[src/rtl/tlbsd_pkg.sv]
package tlbsd_pkg;
  typedef enum logic [2:0] {
    SD_IDLE  = 3'd0,
    SD_LOCK  = 3'd1,
    SD_ISSUE = 3'd2,
    SD_WAIT  = 3'd3,
    SD_FIN   = 3'd4
  } sd_state_e;
endpackage

[src/rtl/tlbsd_fsm.sv]
module tlbsd_fsm
  import tlbsd_pkg::*;
(
  input  logic      clk,
  input  logic      rst_n,
  input  logic      req_valid,
  input  logic      drained,
  output sd_state_e state,
  output logic      accept
);
  sd_state_e nxt;

  assign accept = (state == SD_IDLE) && req_valid;

  always_comb begin
    nxt = state;
    unique case (state)
      SD_IDLE:  if (accept) nxt = SD_LOCK;
      SD_LOCK:  nxt = SD_ISSUE;
      SD_ISSUE: nxt = drained ? SD_FIN : SD_WAIT;
      SD_WAIT:  nxt = drained ? SD_FIN : SD_WAIT;
      SD_FIN:   nxt = SD_IDLE;
      default:  nxt = SD_IDLE;
    endcase
  end

  always_ff @(posedge clk or negedge rst_n) begin
    if (!rst_n) state <= SD_IDLE;
    else        state <= nxt;
  end
endmodule

[src/rtl/tlbsd_ack_tracker.sv]
module tlbsd_ack_tracker #(
  parameter int NCORES = 4,
  parameter int ID_W   = 2
) (
  input  logic              clk,
  input  logic              rst_n,
  input  logic              load,
  input  logic [NCORES-1:0] load_mask,
  input  logic [ID_W-1:0]   load_core,
  input  logic              window,
  input  logic [NCORES-1:0] ack,
  output logic [NCORES-1:0] pending,
  output logic              drained,
  output logic              err
);
  logic [NCORES-1:0] remote;
  logic [NCORES-1:0] open_set;
  logic [NCORES-1:0] taken;
  logic [NCORES-1:0] stray;
  logic [NCORES-1:0] pending_after;

  for (genvar i = 0; i < NCORES; i++) begin : g_remote
    assign remote[i] = load_mask[i] && (load_core != ID_W'(i));
  end

  assign open_set      = window ? pending : '0;
  assign taken         = ack & open_set;
  assign stray         = ack & ~open_set;
  assign pending_after = pending & ~taken;
  assign drained       = (pending_after == '0);

  always_ff @(posedge clk or negedge rst_n) begin
    if (!rst_n) begin
      pending <= '0;
      err     <= 1'b0;
    end else begin
      pending <= load ? remote : pending_after;
      err     <= err | (|stray);
    end
  end
endmodule

[src/rtl/tlbsd_latency.sv]
module tlbsd_latency #(
  parameter int LAT_W = 16
) (
  input  logic             clk,
  input  logic             rst_n,
  input  logic             clear,
  input  logic             count,
  output logic [LAT_W-1:0] value
);
  localparam logic [LAT_W-1:0] LAT_MAX = '1;

  always_ff @(posedge clk or negedge rst_n) begin
    if (!rst_n)                          value <= '0;
    else if (clear)                      value <= '0;
    else if (count && value != LAT_MAX)  value <= value + 1'b1;
  end
endmodule

[src/rtl/tlb_shootdown_coord.sv]
module tlb_shootdown_coord
  import tlbsd_pkg::*;
#(
  parameter int NCORES = 4,
  parameter int VPN_W  = 20,
  parameter int LAT_W  = 16,
  parameter int ID_W   = (NCORES > 1) ? $clog2(NCORES) : 1
) (
  input  logic              clk,
  input  logic              rst_n,
  input  logic              req_valid,
  output logic              req_ready,
  input  logic [ID_W-1:0]   req_core,
  input  logic [VPN_W-1:0]  req_vpn,
  input  logic [NCORES-1:0] req_mask,
  output logic              pte_lock,
  output logic [NCORES-1:0] inv_req,
  output logic [VPN_W-1:0]  inv_vpn,
  output logic              local_inv,
  output logic [ID_W-1:0]   local_core,
  input  logic [NCORES-1:0] ack,
  output logic              busy,
  output logic              done,
  output logic [LAT_W-1:0]  latency,
  output logic              ack_err
);
  sd_state_e         state;
  logic              accept;
  logic              drained;
  logic              window;
  logic [NCORES-1:0] pending;

  tlbsd_fsm u_fsm (
    .clk       (clk),
    .rst_n     (rst_n),
    .req_valid (req_valid),
    .drained   (drained),
    .state     (state),
    .accept    (accept)
  );

  assign window = (state == SD_ISSUE) || (state == SD_WAIT);

  tlbsd_ack_tracker #(.NCORES(NCORES), .ID_W(ID_W)) u_track (
    .clk       (clk),
    .rst_n     (rst_n),
    .load      (accept),
    .load_mask (req_mask),
    .load_core (req_core),
    .window    (window),
    .ack       (ack),
    .pending   (pending),
    .drained   (drained),
    .err       (ack_err)
  );

  tlbsd_latency #(.LAT_W(LAT_W)) u_lat (
    .clk   (clk),
    .rst_n (rst_n),
    .clear (accept),
    .count (state == SD_LOCK || window),
    .value (latency)
  );

  always_ff @(posedge clk or negedge rst_n) begin
    if (!rst_n) begin
      inv_vpn    <= '0;
      local_core <= '0;
    end else if (accept) begin
      inv_vpn    <= req_vpn;
      local_core <= req_core;
    end
  end

  assign req_ready = (state == SD_IDLE);
  assign busy      = (state != SD_IDLE);
  assign pte_lock  = (state == SD_LOCK) || window;
  assign inv_req   = (state == SD_ISSUE) ? pending : '0;
  assign local_inv = (state == SD_ISSUE);
  assign done      = (state == SD_FIN);
endmodule

[config.mk]
export PLATFORM = sky130hd
export DESIGN_NAME = tlb_shootdown_coord
export DESIGN_NICKNAME = d
export VERILOG_FILES = /design/src/rtl/tlbsd_pkg.sv /design/src/rtl/tlbsd_fsm.sv /design/src/rtl/tlbsd_ack_tracker.sv /design/src/rtl/tlbsd_latency.sv /design/src/rtl/tlb_shootdown_coord.sv
export SDC_FILE = /design/constraint.sdc
export NUM_CORES = 1
export LEC_CHECK = 0
export BUFFER_PORTS_ARGS = -buffer_cell sky130_fd_sc_hd__buf_4
export CORE_MARGIN = 2
export CORE_UTILIZATION = 50
export DETAILED_ROUTE_END_ITERATION = 12
export PLACE_DENSITY = 0.8
export SLEW_MARGIN = 30
export SYNTH_ARGS = -nofsm -noshare
export SYNTH_HDL_FRONTEND = slang
export SYNTH_HIERARCHICAL = 1
export SYNTH_SLANG_ARGS = --single-unit
[constraint.sdc]
create_clock -name clk -period 3.66 [get_ports clk]
set_input_delay 0.183 -clock clk [delete_from_list [all_inputs] [get_ports clk]]
set_output_delay 0.183 -clock clk [all_outputs]
set_load 0.005 [all_outputs]
==> metrics.yaml, run 1 <==
status:
  run_status: "finished clean"
yosys:
  synth_edf_count: 0
  synth-main-ff-cell: "dfrtp_1"
  synthCells: 197
  ys_ff_latch: 46
  yosysWarnings: 6
  synth-async-reset-ratio: 1.000
  ys_seq_area_frac: 0.5143
  synth.distinct_cells: 38
  syn_area_per_cell_um2: 11.36
  yosysTopAreaCellShare: 0.5143
  syn-num-nets: 231
  synth.largest_area_cell: "dfrtp_1"
  yosys-top-cells-area: "dfrtp_1 51%, mux2_2 11%, a21oi_1 2.7%"
  netlist_area_mm2: 0.002238
setup_path:
  worst-path-max-fanout: 19
  critPathMaxStageDelay_ns: 0.80
  crit_path_end_kind: "register"
  required_ns: 3.85
  critPathArrivalTime_ns: 2.45
  worst-path-buf-inv: 0
  cpMaxStageDelayCell: "nor4_4"
  cp-start-kind: "register"
  path_class: "reg -> reg"
  cp_top_family: "simple AND/OR/NAND/NOR gates"
  r2r_setup_slack_ns: 1.40
  crit_chain: "ha_1, nand4_2, nor4_4, nor4_1, mux2_1"
power_and_ir_drop:
  power_mw: 2.024
  p_leak_nw: 1.362
  p_per_area_mw_per_mm2: 682.4
  peakVddDrop_uv: 413.5
die:
  ios: 81
  die-area_mm2: 0.005028
  initial_core_util: 0.5177
  fp.dieH_um: 70.91
  die_w_um: 70.91
  core_mm2: 0.004324
  rows: 24
detailed_routing:
  via_count: 1853
  wl_per_cell_um: 15.15
  firstDrtPassIters: 4
  post-route-drc-count: 0
  viasPerCell: 5.598
  drt-initial-drc-count: 132
  wirelength_mm: 5.016
  ant_nets: 0
cts:
  cts.sinks: 46
  clk_latency_ns: 0.30
  cts-htree-levels: 2
  clockRootBuffer: "clkbuf_8"
  ctsHoldBuffers: 1
  cts_made_buffers: 5
  cts_tree: "built"
  cts_resized: 0
  clkTransAtPathRegs_ns: 0.09
  clk_path_buf_depth: 2
  post_cts.repair.setup_buffers: 0
placed_design:
  io_buffers: 80
  dpl-instance-area_mm2: 0.002867
  place_inst: 322
  gp_congestion: 0.8159
  post-place-ws_ns: 1.439
  place_hpwl_mm: 3.497
sta:
  slew_headroom: 0.4220
  finalSetupTns_ns: 0
  rsz0062_at_grt: "false"
  worst_clock_skew_ns: 0.003221
  period_needed_ns: 2.262
  hold_viol_final: 0
  whs_ns: 0.1079
  tightest_slew_ns: 0.8605
  fin_crit_sh: 0.6181
  setup_slack_ns: 1.398
  setup_viol: 0
  slew_violations: 0
  max_freq_mhz: 442.0
finish:
  layout_commonest_cell: "buf_4"
  fin_area_mm2: 0.002967
  diodes: 0
  fin_nets: 312
  fin_util: 0.6861
  drive_gt1_frac: 0.4373
  final_cell_mix: "81 x buf_4, 46 x dfrtp_1, 22 x mux2_2"
  nFillCells: 365
  syn_to_final_growth_pct: 32.53
  final_cells: 331
global_routing:
  grt_pass1_vias: 1805
  grt_overflow: 0
  grt_max_degree: 52
  antenna_found_initial: 0
  grt_use_total: 0.2076
  grt_first_pass_wirelength_mm: 8.321
run:
  drv_cap: 0
hold_path:
  hold_class: "in -> reg"
==> final timing paths <==
| check | cells after the start | start | to |
|---|---|---|---|
| min in group asynchronous | 2 | rst_n | u_lat/value[9] |
| worst max register to register | 5 | u_lat/value[0] | u_lat/value[15] |
| worst min-delay path | 2 | req_vpn[18] | inv_vpn[18] |
| max in group asynchronous | 2 | rst_n | u_lat/value[11] |
| worst max-delay path | 5 | u_lat/value[0] | u_lat/value[15] |
| worst min register to register | 2 | u_track/err | u_track/err |
==> layout make-up <==
type | count | area (um2) | area share
clock inverter | 3 | 21.27 | 0.007170
clock buffer | 5 | 68.82 | 0.02320
multi-input combinational | 134 | 1008 | 0.3399
tap | 52 | 65.06 | 0.02193
inverter | 9 | 33.78 | 0.01139
timing repair buffer | 82 | 618.1 | 0.2084
sequential | 46 | 1151 | 0.3880
==> registers in the layout, indices dropped and copies added, names as in the netlist <==
register and flops:
u_track/err 1, inv_vpn 20, u_fsm/state 3, u_track/pending 4, local_core 2, u_lat/value 16
==> Yosys cell counts (4+ instances only) <==
| library cell | number |
|---|---|
| o31ai_1 | 7 |
| mux2_2 | 22 |
| inv_1 | 9 |
| a21oi_1 | 12 |
| nor4_1 | 5 |
| or4_1 | 5 |
| mux2_1 | 4 |
| o21ai_0 | 5 |
| clkbuf_1 | 4 |
| nor2b_1 | 5 |
| nand4_1 | 6 |
| nor3b_1 | 4 |
| dfrtp_1 | 46 |
| o211ai_1 | 5 |
| nand2_1 | 15 |
| nor4bb_1 | 4 |
| nor2_1 | 6 |
==> cell families (layout without fill, tap and decap cells) <==
logic type               count (synthesis)  in the layout  share of synthesized area
AND/OR/NAND/NOR                         71             71                     0.2051
flip-flops                              46             46                     0.5143
AO/OA/AOI/OAI                           36             36                     0.1051
multiplexers                            26             26                     0.1308
buffers and inverters                   17             99                    0.03912
adder cells (fa/ha/maj)                  1              1                   0.005589
==> where the power goes <==
group / total [mW] / internal (mW) / switching (mW) / leakage [nW]
clock: 0.313 / 0.134 / 0.179 / 0.0441
combinational: 0.861 / 0.494 / 0.367 / 0.739
sequential: 0.851 / 0.688 / 0.162 / 0.579
==> routing by layer <==
| metal | share of wire | GRT usage | up-vias |
|---|---|---|---|
| li1 | - | - | 905 |
| met1 | 0.42 | 0.2612 | 896 |
| met2 | 0.52 | 0.3583 | 45 |
| met3 | 0.039 | 0.03989 | 7 |
| met4 | 0.018 | 0.07338 | 0 |
| met5 | 0 | 0 | - |
(Power assumes the default switching activity.)
==> run 2, diff against run 1 <==
--- a/config.mk
+++ b/config.mk
@@ -7,9 +7,9 @@
 export LEC_CHECK = 0
 export BUFFER_PORTS_ARGS = -buffer_cell sky130_fd_sc_hd__buf_4
 export CORE_MARGIN = 2
-export CORE_UTILIZATION = 50
+export CORE_UTILIZATION = 44
 export DETAILED_ROUTE_END_ITERATION = 12
-export PLACE_DENSITY = 0.8
+export PLACE_DENSITY = 0.75
 export SLEW_MARGIN = 30
 export SYNTH_ARGS = -nofsm -noshare
 export SYNTH_HDL_FRONTEND = slang
==> constraint.sdc (replaced) <==
create_clock -name clk -period 2.08 [get_ports clk]
set_input_delay 0.104 -clock clk [delete_from_list [all_inputs] [get_ports clk]]
set_output_delay 0.104 -clock clk [all_outputs]
set_load 0.005 [all_outputs]
==> run 2 against run 1 <==
Effect of this change: utilization down 5.5 points; combinational power increased by 95%; non-clock buffer count is 5 higher; critical path type unchanged; clock-buffer cell count unchanged; first-iteration DRC count rose by 6.1%; largest power group unchanged; sequential power up 66%; sequential cell count is the same; register-to-register slack worse by 1.2 ns.
==> metrics.yaml, run 2 (synthesized netlist as in run 1, its figures left out) <==
global_routing:
  grt_max_degree: 52
  grt_pass1_vias: 1773
  grt_overflow: 0
  grt_first_pass_wirelength_mm: 8.031
  antenna_found_initial: 0
  grt_use_total: 0.1852
die:
  fp.dieH_um: 75.33
  core_mm2: 0.004817
  rows: 25
  die-area_mm2: 0.005674
  initial_core_util: 0.4647
  ios: 81
  die_w_um: 75.33
power_and_ir_drop:
  swShare: 0.3463
  clkPwrFrac: 0.157
  p_leak_nw: 1.396
  seqPwrFrac: 0.385
  peakVddDrop_uv: 630.1
  p_per_area_mw_per_mm2: 1209
  netSwitchingPower_mw: 1.273
  p_comb_frac: 0.458
  intPower_mw: 2.403
sta:
  fin_crit_sh: 0.9137
  tightest_slew_ns: 0.5686
  slew_headroom: 0.6209
  period_needed_ns: 1.901
  hold_viol_final: 0
  max_freq_mhz: 526.2
  worst_clock_skew_ns: 0.004304
  slew_violations: 0
  rsz0062_at_grt: "false"
  finalSetupTns_ns: 0
  setup_viol: 0
setup_path:
  required_ns: 2.32
  path_class: "reg -> reg"
  critPathMaxStageDelay_ns: 0.61
  crit_chain: "ha_1, nand4_2, nor4_4, buf_4, or4_2, a21oi_1"
  crit_path_end_kind: "register"
  worst-path-max-fanout: 15
  cp_top_family: "simple AND/OR/NAND/NOR gates"
  critPathArrivalTime_ns: 2.14
  cpMaxStageDelayCell: "or4_2"
  worst-path-buf-inv: 1
  cp-start-kind: "register"
finish:
  fin_area_mm2: 0.003040
  fin_nets: 317
  top_regs: "inv_vpn (20), u_lat/value (16), u_track/pending (4)"
  syn_to_final_growth_pct: 35.83
  layout_commonest_cell: "buf_4"
  final_cell_mix: "85 x buf_4, 46 x dfrtp_1, 22 x mux2_2"
  regMostFlops: "inv_vpn"
  diodes: 0
  drive_gt1_frac: 0.4472
  largest_reg_flops: 20
cts:
  cts-htree-levels: 2
  clockRootBuffer: "clkbuf_8"
  clk_latency_ns: 0.30
  cts_tree: "built"
  ctsHoldBuffers: 1
  clk_path_buf_depth: 2
  cts.sinks: 46
  post_cts.repair.setup_buffers: 0
  cts_resized: 0
  clkTransAtPathRegs_ns: 0.09
  cts_made_buffers: 5
detailed_routing:
  via_count: 1877
  drt-initial-drc-count: 140
  post-route-drc-count: 0
  wl_per_cell_um: 14.25
  viasPerCell: 5.348
  firstDrtPassIters: 5
  ant_nets: 0
  wirelength_mm: 5.003
placed_design:
  io_buffers: 80
  dpl-instance-area_mm2: 0.002935
  gp_congestion: 0.9341
  place_hpwl_mm: 3.641
run:
  drv_cap: 0
hold_path:
  hold_class: "in -> reg"
status:
  run_status: "finished clean"
[run 2: cell count changes in the layout (fill, tap and decap cells not counted)]
cell        before  now
buf_12           0    1
buf_4           81   85
clkinv_2         1    0
clkinv_4         1    0
clkinvlp_4       1    0
inv_6            0    3
[run 2: final cells by class]
class / count / area, um2
Clock buffer: 5 / 68.82
Clock inverter: 3 / 26.28
Fill cell: 426 / 1777
Inverter: 9 / 33.78
Multi-Input combinational cell: 134 / 1008
Sequential cell: 46 / 1151
Tap cell: 67 / 83.83
Timing Repair Buffer: 87 / 668.1
[run 2: path summary, 6_finish.rpt]
check | startpoint | to | slack [ns] | cells after the start
hold / removal | req_vpn[4] | inv_vpn[4] | 0.03 | 2
min in group asynchronous | rst_n | u_lat/value[0] | 0.34 | 2
max in group asynchronous | rst_n | u_lat/value[8] | 1.36 | 2
setup / recovery | u_lat/value[0] | u_lat/value[3] | 0.18 | 6
hold reg to reg | u_track/err | u_track/err | 0.50 | 2
setup reg to reg | u_lat/value[0] | u_lat/value[3] | 0.18 | 6
[run 2: layer usage]
metal  GRT usage  up-vias  share of wire
li1            -      908              -
met2      0.3082       57           0.51
met3     0.04630        7          0.057
met4     0.06433        0          0.014
met5           0        -              0
met1      0.2368      905           0.41
[run 2: worst reg2reg max path, stage by stage (launching register included)]
cell     delay (ns)
dfrtp_1        0.43
ha_1           0.26
nand4_2        0.12
nor4_4         0.07
buf_4          0.18
or4_2          0.61
a21oi_1        0.15
[run 2: stage by stage]
stage / util / total power [mW] / setup WS, ns / hold slack (ns) / cells
6_report: 0.6312 / 3.676 / 0.1794 / 0.02646 / 351
5_1_grt: 0.6312 / 3.941 / 0.08839 / 0.009179 / 351
4_1_cts: 0.6312 / 3.727 / 0.1791 / 0.01193 / 351
3_5_place_dp: 0.6094 / 3.133 / 0.1999 / 0.1476 / 342
3_3_place_gp: 0.6094 / 3.069 / 0.2347 / 0.1452 / 342
2_1_floorplan: - / 2.314 / 0.1721 / -0.1916 / 197
[run 2: power by group through the flow]
stage,registers [mW],logic (mW),clock network (mW)
finish,1.41,1.68,0.579
global route,1.46,1.84,0.641
CTS,1.42,1.70,0.606
detailed placement,1.43,1.70,0
global placement,1.41,1.66,0
floorplan,1.48,0.839,0
